<file path="src/rtl/prio_irq_pkg.sv">
// Package: shared constants and types for the prioritized interrupt controller.
// Assumes 32-bit register words addressed by a 6-bit word index.
package prio_irq_pkg;

    typedef enum logic [1:0] {
        TRIG_LOW  = 2'd0,
        TRIG_HIGH = 2'd1,
        TRIG_FALL = 2'd2,
        TRIG_RISE = 2'd3
    } trig_mode_e;

    localparam int DATA_W     = 32;
    localparam int ADDR_W     = 6;
    localparam int LVL_W      = 3;
    localparam int BANK_SRC   = 32;
    localparam int NOPEND_BIT = 16;
    localparam int CLR_EN_BIT = 8;

    localparam logic [ADDR_W-1:0] A_CTRL      = 6'd0;
    localparam logic [ADDR_W-1:0] A_STATUS    = 6'd1;
    localparam int                A_CLR_BASE  = 8;
    localparam int                A_MODE_BASE = 16;
    localparam int                A_LVL_BASE  = 32;

endpackage

</file>
<file path="src/rtl/irq_front.sv">
// Module: irq_front
// Synchronizes every source line, detects edges and keeps sticky edge
// latches, then forms the per-source pending flag from the trigger code.
// Assumes: source lines are asynchronous; clear strobes are single-cycle.
// When a new edge and a clear strike the same cycle, the edge wins.
module irq_front #(
    parameter int NUM_SRC = 64
) (
    input  logic                    clk,
    input  logic                    rst_n,
    input  logic [NUM_SRC-1:0]      src_i,
    input  logic [NUM_SRC-1:0][1:0] mode_i,
    input  logic [NUM_SRC-1:0]      clr_i,
    output logic [NUM_SRC-1:0]      pend_o
);
    // Source 0 is reserved and is masked out here.
    localparam logic [NUM_SRC-1:0] USABLE = ~NUM_SRC'(1);

    logic [NUM_SRC-1:0] s1_q, s2_q, prev_q;

    // Two-flop synchronizer plus one history flop for edge detection.
    always_ff @(posedge clk) begin
        if (!rst_n) begin
            s1_q   <= '0;
            s2_q   <= '0;
            prev_q <= '0;
        end else begin
            s1_q   <= src_i;
            s2_q   <= s1_q;
            prev_q <= s2_q;
        end
    end

    for (genvar k = 0; k < NUM_SRC; k++) begin : g_src
        logic is_edge, rise, fall, hit, lat_q, raw;

        assign is_edge = mode_i[k][1];
        assign rise    = s2_q[k] & ~prev_q[k];
        assign fall    = ~s2_q[k] & prev_q[k];
        assign hit     = is_edge & (mode_i[k][0] ? rise : fall);

        // Sticky edge latch: set by an edge, dropped by clear or level mode.
        always_ff @(posedge clk) begin
            if (!rst_n)            lat_q <= 1'b0;
            else if (hit)          lat_q <= 1'b1;
            else if (clr_i[k])     lat_q <= 1'b0;
            else if (!is_edge)     lat_q <= 1'b0;
        end

        assign raw       = is_edge ? lat_q : (s2_q[k] == mode_i[k][0]);
        assign pend_o[k] = raw & USABLE[k];

        // a held edge stays latched until cleared or mode changes.
        assert_sticky_R6: assert property (@(posedge clk) disable iff (!rst_n)
            (lat_q && is_edge && !clr_i[k]) |=> lat_q)
            else $error("edge latch dropped without clear on source %0d", k);

        // a clear without a concurrent edge empties the latch.
        assert_clear_R7: assert property (@(posedge clk) disable iff (!rst_n)
            (clr_i[k] && !hit) |=> !lat_q)
            else $error("clear command ignored on source %0d", k);
    end

endmodule

</file>
<file path="src/rtl/irq_regs.sv">
// Module: irq_regs
// Register file: global enable, packed trigger-code words, packed level
// words and the indexed edge-clear command. Address decode is generated
// per source from its bank and in-bank index.
// Assumes: NUM_BANKS <= 4 so the map fits a 6-bit word index.
module irq_regs
    import prio_irq_pkg::*;
#(
    parameter int NUM_BANKS = 2,
    parameter int NUM_SRC   = NUM_BANKS * BANK_SRC
) (
    input  logic                        clk,
    input  logic                        rst_n,
    input  logic                        we_i,
    input  logic [ADDR_W-1:0]           addr_i,
    input  logic [DATA_W-1:0]           wdata_i,
    input  logic [DATA_W-1:0]           status_i,
    output logic [DATA_W-1:0]           rdata_o,
    output logic                        en_o,
    output logic [NUM_SRC-1:0][1:0]     mode_o,
    output logic [NUM_SRC-1:0][LVL_W-1:0] lvl_o,
    output logic [NUM_SRC-1:0]          clr_o
);
    logic                             en_q;
    logic [NUM_SRC-1:0][DATA_W-1:0]   mode_rd;
    logic [NUM_SRC-1:0][DATA_W-1:0]   lvl_rd;

    // Global enable flop: only bit 0 of the control word is stored.
    always_ff @(posedge clk) begin
        if (!rst_n)                         en_q <= 1'b0;
        else if (we_i && addr_i == A_CTRL)  en_q <= wdata_i[0];
    end
    assign en_o = en_q;

    for (genvar s = 0; s < NUM_SRC; s++) begin : g_src
        localparam int BK    = s / BANK_SRC;
        localparam int IX    = s % BANK_SRC;
        localparam int HI    = (IX >> 4) & 1;
        localparam logic [ADDR_W-1:0] MADDR =
            ADDR_W'(A_MODE_BASE + 2 * BK + ((IX >> 3) & 1));
        localparam int MOFS  = 2 * (HI * 8 + (IX & 7));
        localparam logic [ADDR_W-1:0] LADDR =
            ADDR_W'(A_LVL_BASE + 8 * BK + (IX % 16) / 2);
        localparam int LOFS  = HI * 16 + (IX & 1) * 8;
        localparam logic [ADDR_W-1:0] CADDR = ADDR_W'(A_CLR_BASE + BK);
        localparam int CHALF = HI * 16;

        logic [1:0]       m_q;
        logic [LVL_W-1:0] l_q;

        // Trigger-code field of this source.
        always_ff @(posedge clk) begin
            if (!rst_n)                        m_q <= TRIG_LOW;
            else if (we_i && addr_i == MADDR)  m_q <= wdata_i[MOFS +: 2];
        end

        // Priority level field of this source (low 3 bits of its byte).
        always_ff @(posedge clk) begin
            if (!rst_n)                        l_q <= '0;
            else if (we_i && addr_i == LADDR)  l_q <= wdata_i[LOFS +: LVL_W];
        end

        assign mode_o[s] = m_q;
        assign lvl_o[s]  = l_q;
        assign clr_o[s]  = we_i && (addr_i == CADDR)
                        && wdata_i[CHALF + CLR_EN_BIT]
                        && (wdata_i[CHALF +: 4] == 4'(IX % 16));
        assign mode_rd[s] = (addr_i == MADDR) ? (DATA_W'(m_q) << MOFS) : '0;
        assign lvl_rd[s]  = (addr_i == LADDR) ? (DATA_W'(l_q) << LOFS) : '0;
    end

    // Read mux: fixed words plus the OR of every field that maps here.
    always_comb begin
        rdata_o = '0;
        case (addr_i)
            A_CTRL:   rdata_o = DATA_W'(en_q);
            A_STATUS: rdata_o = status_i;
            default:  rdata_o = '0;
        endcase
        for (int s = 0; s < NUM_SRC; s++) begin
            rdata_o = rdata_o | mode_rd[s] | lvl_rd[s];
        end
    end

endmodule

</file>
<file path="src/rtl/irq_arb.sv">
// Module: irq_arb
// Combinational binary comparison tree. Each node keeps the higher level;
// on equal levels the left child (lower source number) is kept.
// Assumes: N is a power of two; a level of 0 means "not competing".
module irq_arb #(
    parameter int N  = 64,
    parameter int LW = 3,
    parameter int IW = $clog2(N)
) (
    input  logic [N-1:0][LW-1:0] lvl_i,
    output logic [IW-1:0]        idx_o,
    output logic [LW-1:0]        lvl_o
);
    for (genvar st = 0; st <= IW; st++) begin : g_st
        localparam int W = N >> st;
        logic [W-1:0][LW-1:0] nl;
        logic [W-1:0][IW-1:0] ni;

        if (st == 0) begin : g_leaf
            for (genvar k = 0; k < W; k++) begin : g_k
                assign nl[k] = lvl_i[k];
                assign ni[k] = IW'(k);
            end
        end else begin : g_node
            for (genvar k = 0; k < W; k++) begin : g_k
                logic pick_r;
                // Right child wins only on a strictly higher level.
                assign pick_r = g_st[st-1].nl[2*k+1] > g_st[st-1].nl[2*k];
                assign nl[k]  = pick_r ? g_st[st-1].nl[2*k+1] : g_st[st-1].nl[2*k];
                assign ni[k]  = pick_r ? g_st[st-1].ni[2*k+1] : g_st[st-1].ni[2*k];
            end
        end
    end

    assign idx_o = g_st[IW].ni[0];
    assign lvl_o = g_st[IW].nl[0];

endmodule

</file>
<file path="src/rtl/prio_irq_ctrl.sv">
// Module: prio_irq_ctrl (top)
// Prioritized vectored interrupt controller: source front end, register
// file and arbitration tree; forms the status word and the CPU request.
// Assumes: NUM_BANKS is 1, 2 or 4 (power-of-two source count).
module prio_irq_ctrl
    import prio_irq_pkg::*;
#(
    parameter int NUM_BANKS = 2
) (
    input  logic                          clk,
    input  logic                          rst_n,
    input  logic [NUM_BANKS*BANK_SRC-1:0] irq_src_i,
    input  logic                          reg_we_i,
    input  logic [ADDR_W-1:0]             reg_addr_i,
    input  logic [DATA_W-1:0]             reg_wdata_i,
    output logic [DATA_W-1:0]             reg_rdata_o,
    output logic                          irq_o
);
    localparam int NUM_SRC = NUM_BANKS * BANK_SRC;
    localparam int VEC_W   = $clog2(NUM_SRC);

    logic                          glb_en;
    logic [NUM_SRC-1:0][1:0]       mode;
    logic [NUM_SRC-1:0][LVL_W-1:0] lvl;
    logic [NUM_SRC-1:0][LVL_W-1:0] eff_lvl;
    logic [NUM_SRC-1:0]            clr;
    logic [NUM_SRC-1:0]            pend;
    logic [VEC_W-1:0]              win_idx;
    logic [LVL_W-1:0]              win_lvl;
    logic                          nopend;
    logic [DATA_W-1:0]             status;

    irq_regs #(.NUM_BANKS(NUM_BANKS), .NUM_SRC(NUM_SRC)) u_regs (
        .clk      (clk),
        .rst_n    (rst_n),
        .we_i     (reg_we_i),
        .addr_i   (reg_addr_i),
        .wdata_i  (reg_wdata_i),
        .status_i (status),
        .rdata_o  (reg_rdata_o),
        .en_o     (glb_en),
        .mode_o   (mode),
        .lvl_o    (lvl),
        .clr_o    (clr)
    );

    irq_front #(.NUM_SRC(NUM_SRC)) u_front (
        .clk    (clk),
        .rst_n  (rst_n),
        .src_i  (irq_src_i),
        .mode_i (mode),
        .clr_i  (clr),
        .pend_o (pend)
    );

    // Only pending sources compete, with their programmed level.
    for (genvar k = 0; k < NUM_SRC; k++) begin : g_eff
        assign eff_lvl[k] = pend[k] ? lvl[k] : '0;
    end

    irq_arb #(.N(NUM_SRC), .LW(LVL_W), .IW(VEC_W)) u_arb (
        .lvl_i (eff_lvl),
        .idx_o (win_idx),
        .lvl_o (win_lvl)
    );

    // Status word and request: vector forced to 0 when nothing competes.
    assign nopend = (win_lvl == '0);
    assign status = (DATA_W'(nopend) << NOPEND_BIT)
                  | (nopend ? '0 : DATA_W'(win_idx));
    assign irq_o  = glb_en & ~nopend;

    // a reported winner is never the reserved source.
    assert_vec_nonzero_R10: assert property (@(posedge clk) disable iff (!rst_n)
        !nopend |-> (win_idx != '0))
        else $error("reserved source reported as winner");

    // a reported winner is pending and has a nonzero level.
    assert_win_enabled_R8: assert property (@(posedge clk) disable iff (!rst_n)
        !nopend |-> (lvl[win_idx] != '0 && pend[win_idx]))
        else $error("winner %0d not enabled or not pending", win_idx);

    // no competitor beats the winner, and ties favour the lower number.
    always @(posedge clk) begin
        if (rst_n) begin
            for (int k = 0; k < NUM_SRC; k++) begin
                assert_max_R9: assert (eff_lvl[k] <= win_lvl)
                    else $error("source %0d outranks winner", k);
                if (eff_lvl[k] == win_lvl && win_lvl != '0) begin
                    assert_tie_R9: assert (VEC_W'(k) >= win_idx)
                        else $error("tie lost by lower source %0d", k);
                end
            end
        end
    end

endmodule

</file>
<file path="config.mk">
export PLATFORM = sky130hd
export DESIGN_NAME = prio_irq_ctrl
export DESIGN_NICKNAME = d
export VERILOG_FILES = /design/src/rtl/prio_irq_pkg.sv /design/src/rtl/irq_front.sv /design/src/rtl/irq_regs.sv /design/src/rtl/irq_arb.sv /design/src/rtl/prio_irq_ctrl.sv
export SDC_FILE = /design/constraint.sdc
export NUM_CORES = 2
export LEC_CHECK = 0
export BUFFER_PORTS_ARGS = -buffer_cell sky130_fd_sc_hd__buf_2
export CAP_MARGIN = 20
export CELL_PAD_IN_SITES_DETAIL_PLACEMENT = 2
export CELL_PAD_IN_SITES_GLOBAL_PLACEMENT = 2
export CORE_MARGIN = 2
export CORE_UTILIZATION = 38
export DETAILED_ROUTE_END_ITERATION = 8
export PLACE_DENSITY = 0.81
export SLEW_MARGIN = 20
export SYNTH_ARGS = -nofsm -noshare
export SYNTH_HDL_FRONTEND = slang
export SYNTH_SLANG_ARGS = --single-unit
</file>
<file path="constraint.sdc">
create_clock -name clk -period 11.6 [get_ports clk]
set_input_delay 0.58 -clock clk [delete_from_list [all_inputs] [get_ports clk]]
set_output_delay 0.58 -clock clk [all_outputs]
set_load 0.01 [all_outputs]
</file>
==> reports/results.ini <==
[worst_setup_path]
endpoint_kind=primary output
cp_common_cell=ha_1
cp.required_ps=11020
critPathMaxFanout=8
crit_type=reg -> out
critPathMaxStageDelay_ps=440
cp.arrival_ps=10600
critPathSlowestCell=dfxtp_1
path_buf_inv=4
start_kind=flip-flop
critical-path-top-delay-family=compound AO/OA/AOI/OAI gates
crit_start=u_front.s2_q[23]
worstReg2RegStart=u_regs.g_src[15].m_q[0]

[hold_path]
hold_path.class=in -> reg
worstHoldStart=irq_src_i[59]

[clocking]
clockBufferDepth=3
cts_tree=built
numCtsBuffers=69
root_buffer=clkbuf_16
cts-hold-fix-buffers=0
insertion_delay_ps=630
cts.sinks=573
clk_pin_slew_ps=60
htreeDepth=3

[placed_design]
dp_cells=5211
place_area_um2=34400
dp_worst_setup_slack_ps=421
port_buffers=136
dp_hpwl_mm=107
gp_congestion=0.907

[final_layout]
area_delta_synth_final_pct=14.2
final_cell_mix=nand2_1 (756), dfxtp_1 (572), a21boi_0 (322), nand3_1 (242), a21oi_1 (219)
final_area_um2=37100
final_cells=5342
final_core_util_pct=43.7
layout_commonest_cell=nand2_1
nNetsFinal=4434
drive_above_1_share_pct=9.75

[status]
status=finished clean

[drt]
postRouteWirelength_mm=149
route.detailed.drc=0
final_antenna_net_count=0
via_per_inst=6.10
drt_iter0_drc=2563
vias=32600
avgRoutedWirePerCell_um=27.8
drt_first_pass_iters=5

[global_routing]
grt_pass1_wl_mm=219
antenna_found_initial=5
grtUsageTotal_pct=33.2
grt_pass1_vias=34000
grt_remaining_overflow=0
grt_max_degree=191

[timing]
max_freq_mhz=89.5
finalHoldViolCount=0
fin_skew_ps=42.0
fin_ws_ps=423
fin_crit_sh_pct=96.4
slew_headroom_pct=25.2
setup-violations-final=0
finalMaxSlewViolations=0
finalCriticalPeriod_ps=11180
worst_pin_slew_ps=1120

[yosys]
syn_inst=4077
ys_types=65
syn_nets=4368
yosysSeqAreaShare_pct=35.3
ys_ff_latch=573
synth_edf_count=0
synthArstFlopShare_pct=0
syn_avg_cell_area_um2=7.97
synth-main-ff-cell=dfxtp_1
yosys_warnings=0
netlist_area_um2=32500

[floorplanning]
dieArea_um2=87900
io_pins=138
die-height_um=296
fp.dieW_um=296
core-area_um2=85000
rows=107
initial_core_util_pct=38.2

[power]
ir_drop_v=0.000102
p_leak_nw=13.8
powerDensity_nw_per_um2=131

[run]
cap_viol_max_count=0

==> sequential cells by signal, indices dropped and copies added, names as in the netlist <==
signal	flops
u_regs.g_src.l_q	192
u_regs.g_src.m_q	128
u_front.s1_q	63
u_regs.en_o	1
u_front.g_src.lat_q	63
u_front.prev_q	63
u_front.s2_q	63
==> cell type report <==
class / count / area, um2
clock buffer: 98 / 2070
tap: 1144 / 1430
timing repair buffer: 210 / 1250
clock inverter: 27 / 424
antenna: 1 / 2.50
fill: 9550 / 47900
multi-input combinational: 3125 / 19900
inverter: 164 / 616
sequential: 573 / 11500
==> cells by family (layout without fill, tap and decap cells) <==
kind of cell / Yosys count / in the layout / share of synthesized area, %
compound gates: 1137 / 1137 / 24.4
simple gates: 1611 / 1611 / 23.0
fa+ha+maj: 186 / 186 / 7.16
other cells: 0 / 1 / 0
mux: 128 / 128 / 4.02
flops: 573 / 573 / 35.3
buf+inv: 379 / 499 / 4.38
xor+xnor: 63 / 63 / 1.70
==> metal layers <==
layer	share of wire [%]	GRT usage [%]
met1	44	45.1
met4	3.2	11.4
met5	0.025	0
met3	6.9	5.07
met2	45	53.5
==> cells in the mapped netlist, types with 109 or more instances <==
| library cell | count | area [um2] |
|---|---|---|
| and2_1 | 204 | 1280 |
| inv_1 | 164 | 616 |
| nor2_1 | 188 | 706 |
| a21oi_1 | 227 | 1140 |
| a21boi_0 | 322 | 2420 |
| nand3_1 | 242 | 1210 |
| o211ai_1 | 180 | 1350 |
| dfxtp_1 | 573 | 11500 |
| clkbuf_1 | 197 | 739 |
| mux2i_1 | 114 | 1140 |
| o21ai_0 | 109 | 546 |
| ha_1 | 186 | 2330 |
| nand2_1 | 756 | 2840 |
==> what timing repair did <==
action                                  in CTS  in global routing
cloned                                       0                  0
pin swaps                                    0                  3
hold endpoints to repair                     0                  0
endpoints found under the setup margin       8                  8
resized for setup                            7                 31
buffers inserted                             0                  5
==> metrics by stage <==
| step | power (mW) | hold slack (ps) | TNS, ps |
|---|---|---|---|
| after floorplan | 2.30 | 412 | 0 |
| after global placement | 2.44 | 414 | 0 |
| after detailed placement | 2.46 | 422 | 0 |
| after CTS | 4.86 | 131 | 0 |
| after global routing | 4.99 | 150 | -20.9 |
| final | 4.85 | 155 | 0 |
==> power by group <==
group | total, mW | internal (mW) | switching, mW | leakage [nW]
logic | 0.412 | 0.137 | 0.275 | 7.98
clock network | 2.41 | 1.47 | 0.940 | 1.22
registers | 2.03 | 2.00 | 0.0313 | 4.65
total | 4.85 | 3.61 | 1.25 | 13.8
==> final timing paths <==
kind	endpoint	slack (ps)	cells past startpoint
hold / removal	u_front.s1_q[59]	150	2
setup / recovery	reg_rdata_o[2]	420	40
setup reg to reg	u_front.g_src[15].lat_q	10230	4
hold reg to reg	u_front.s2_q[20]	430	1
==> worst register-to-register path: cells and delay by family, from the launching register on <==
family                 cells  cell delay [ps]
AO/OA/AOI/OAI              2              600
AND/OR/NAND/NOR            1               60
flip-flops                 1              400
buffers and inverters      1              180
No activity file was read; power rests on OpenSTA's default activity.
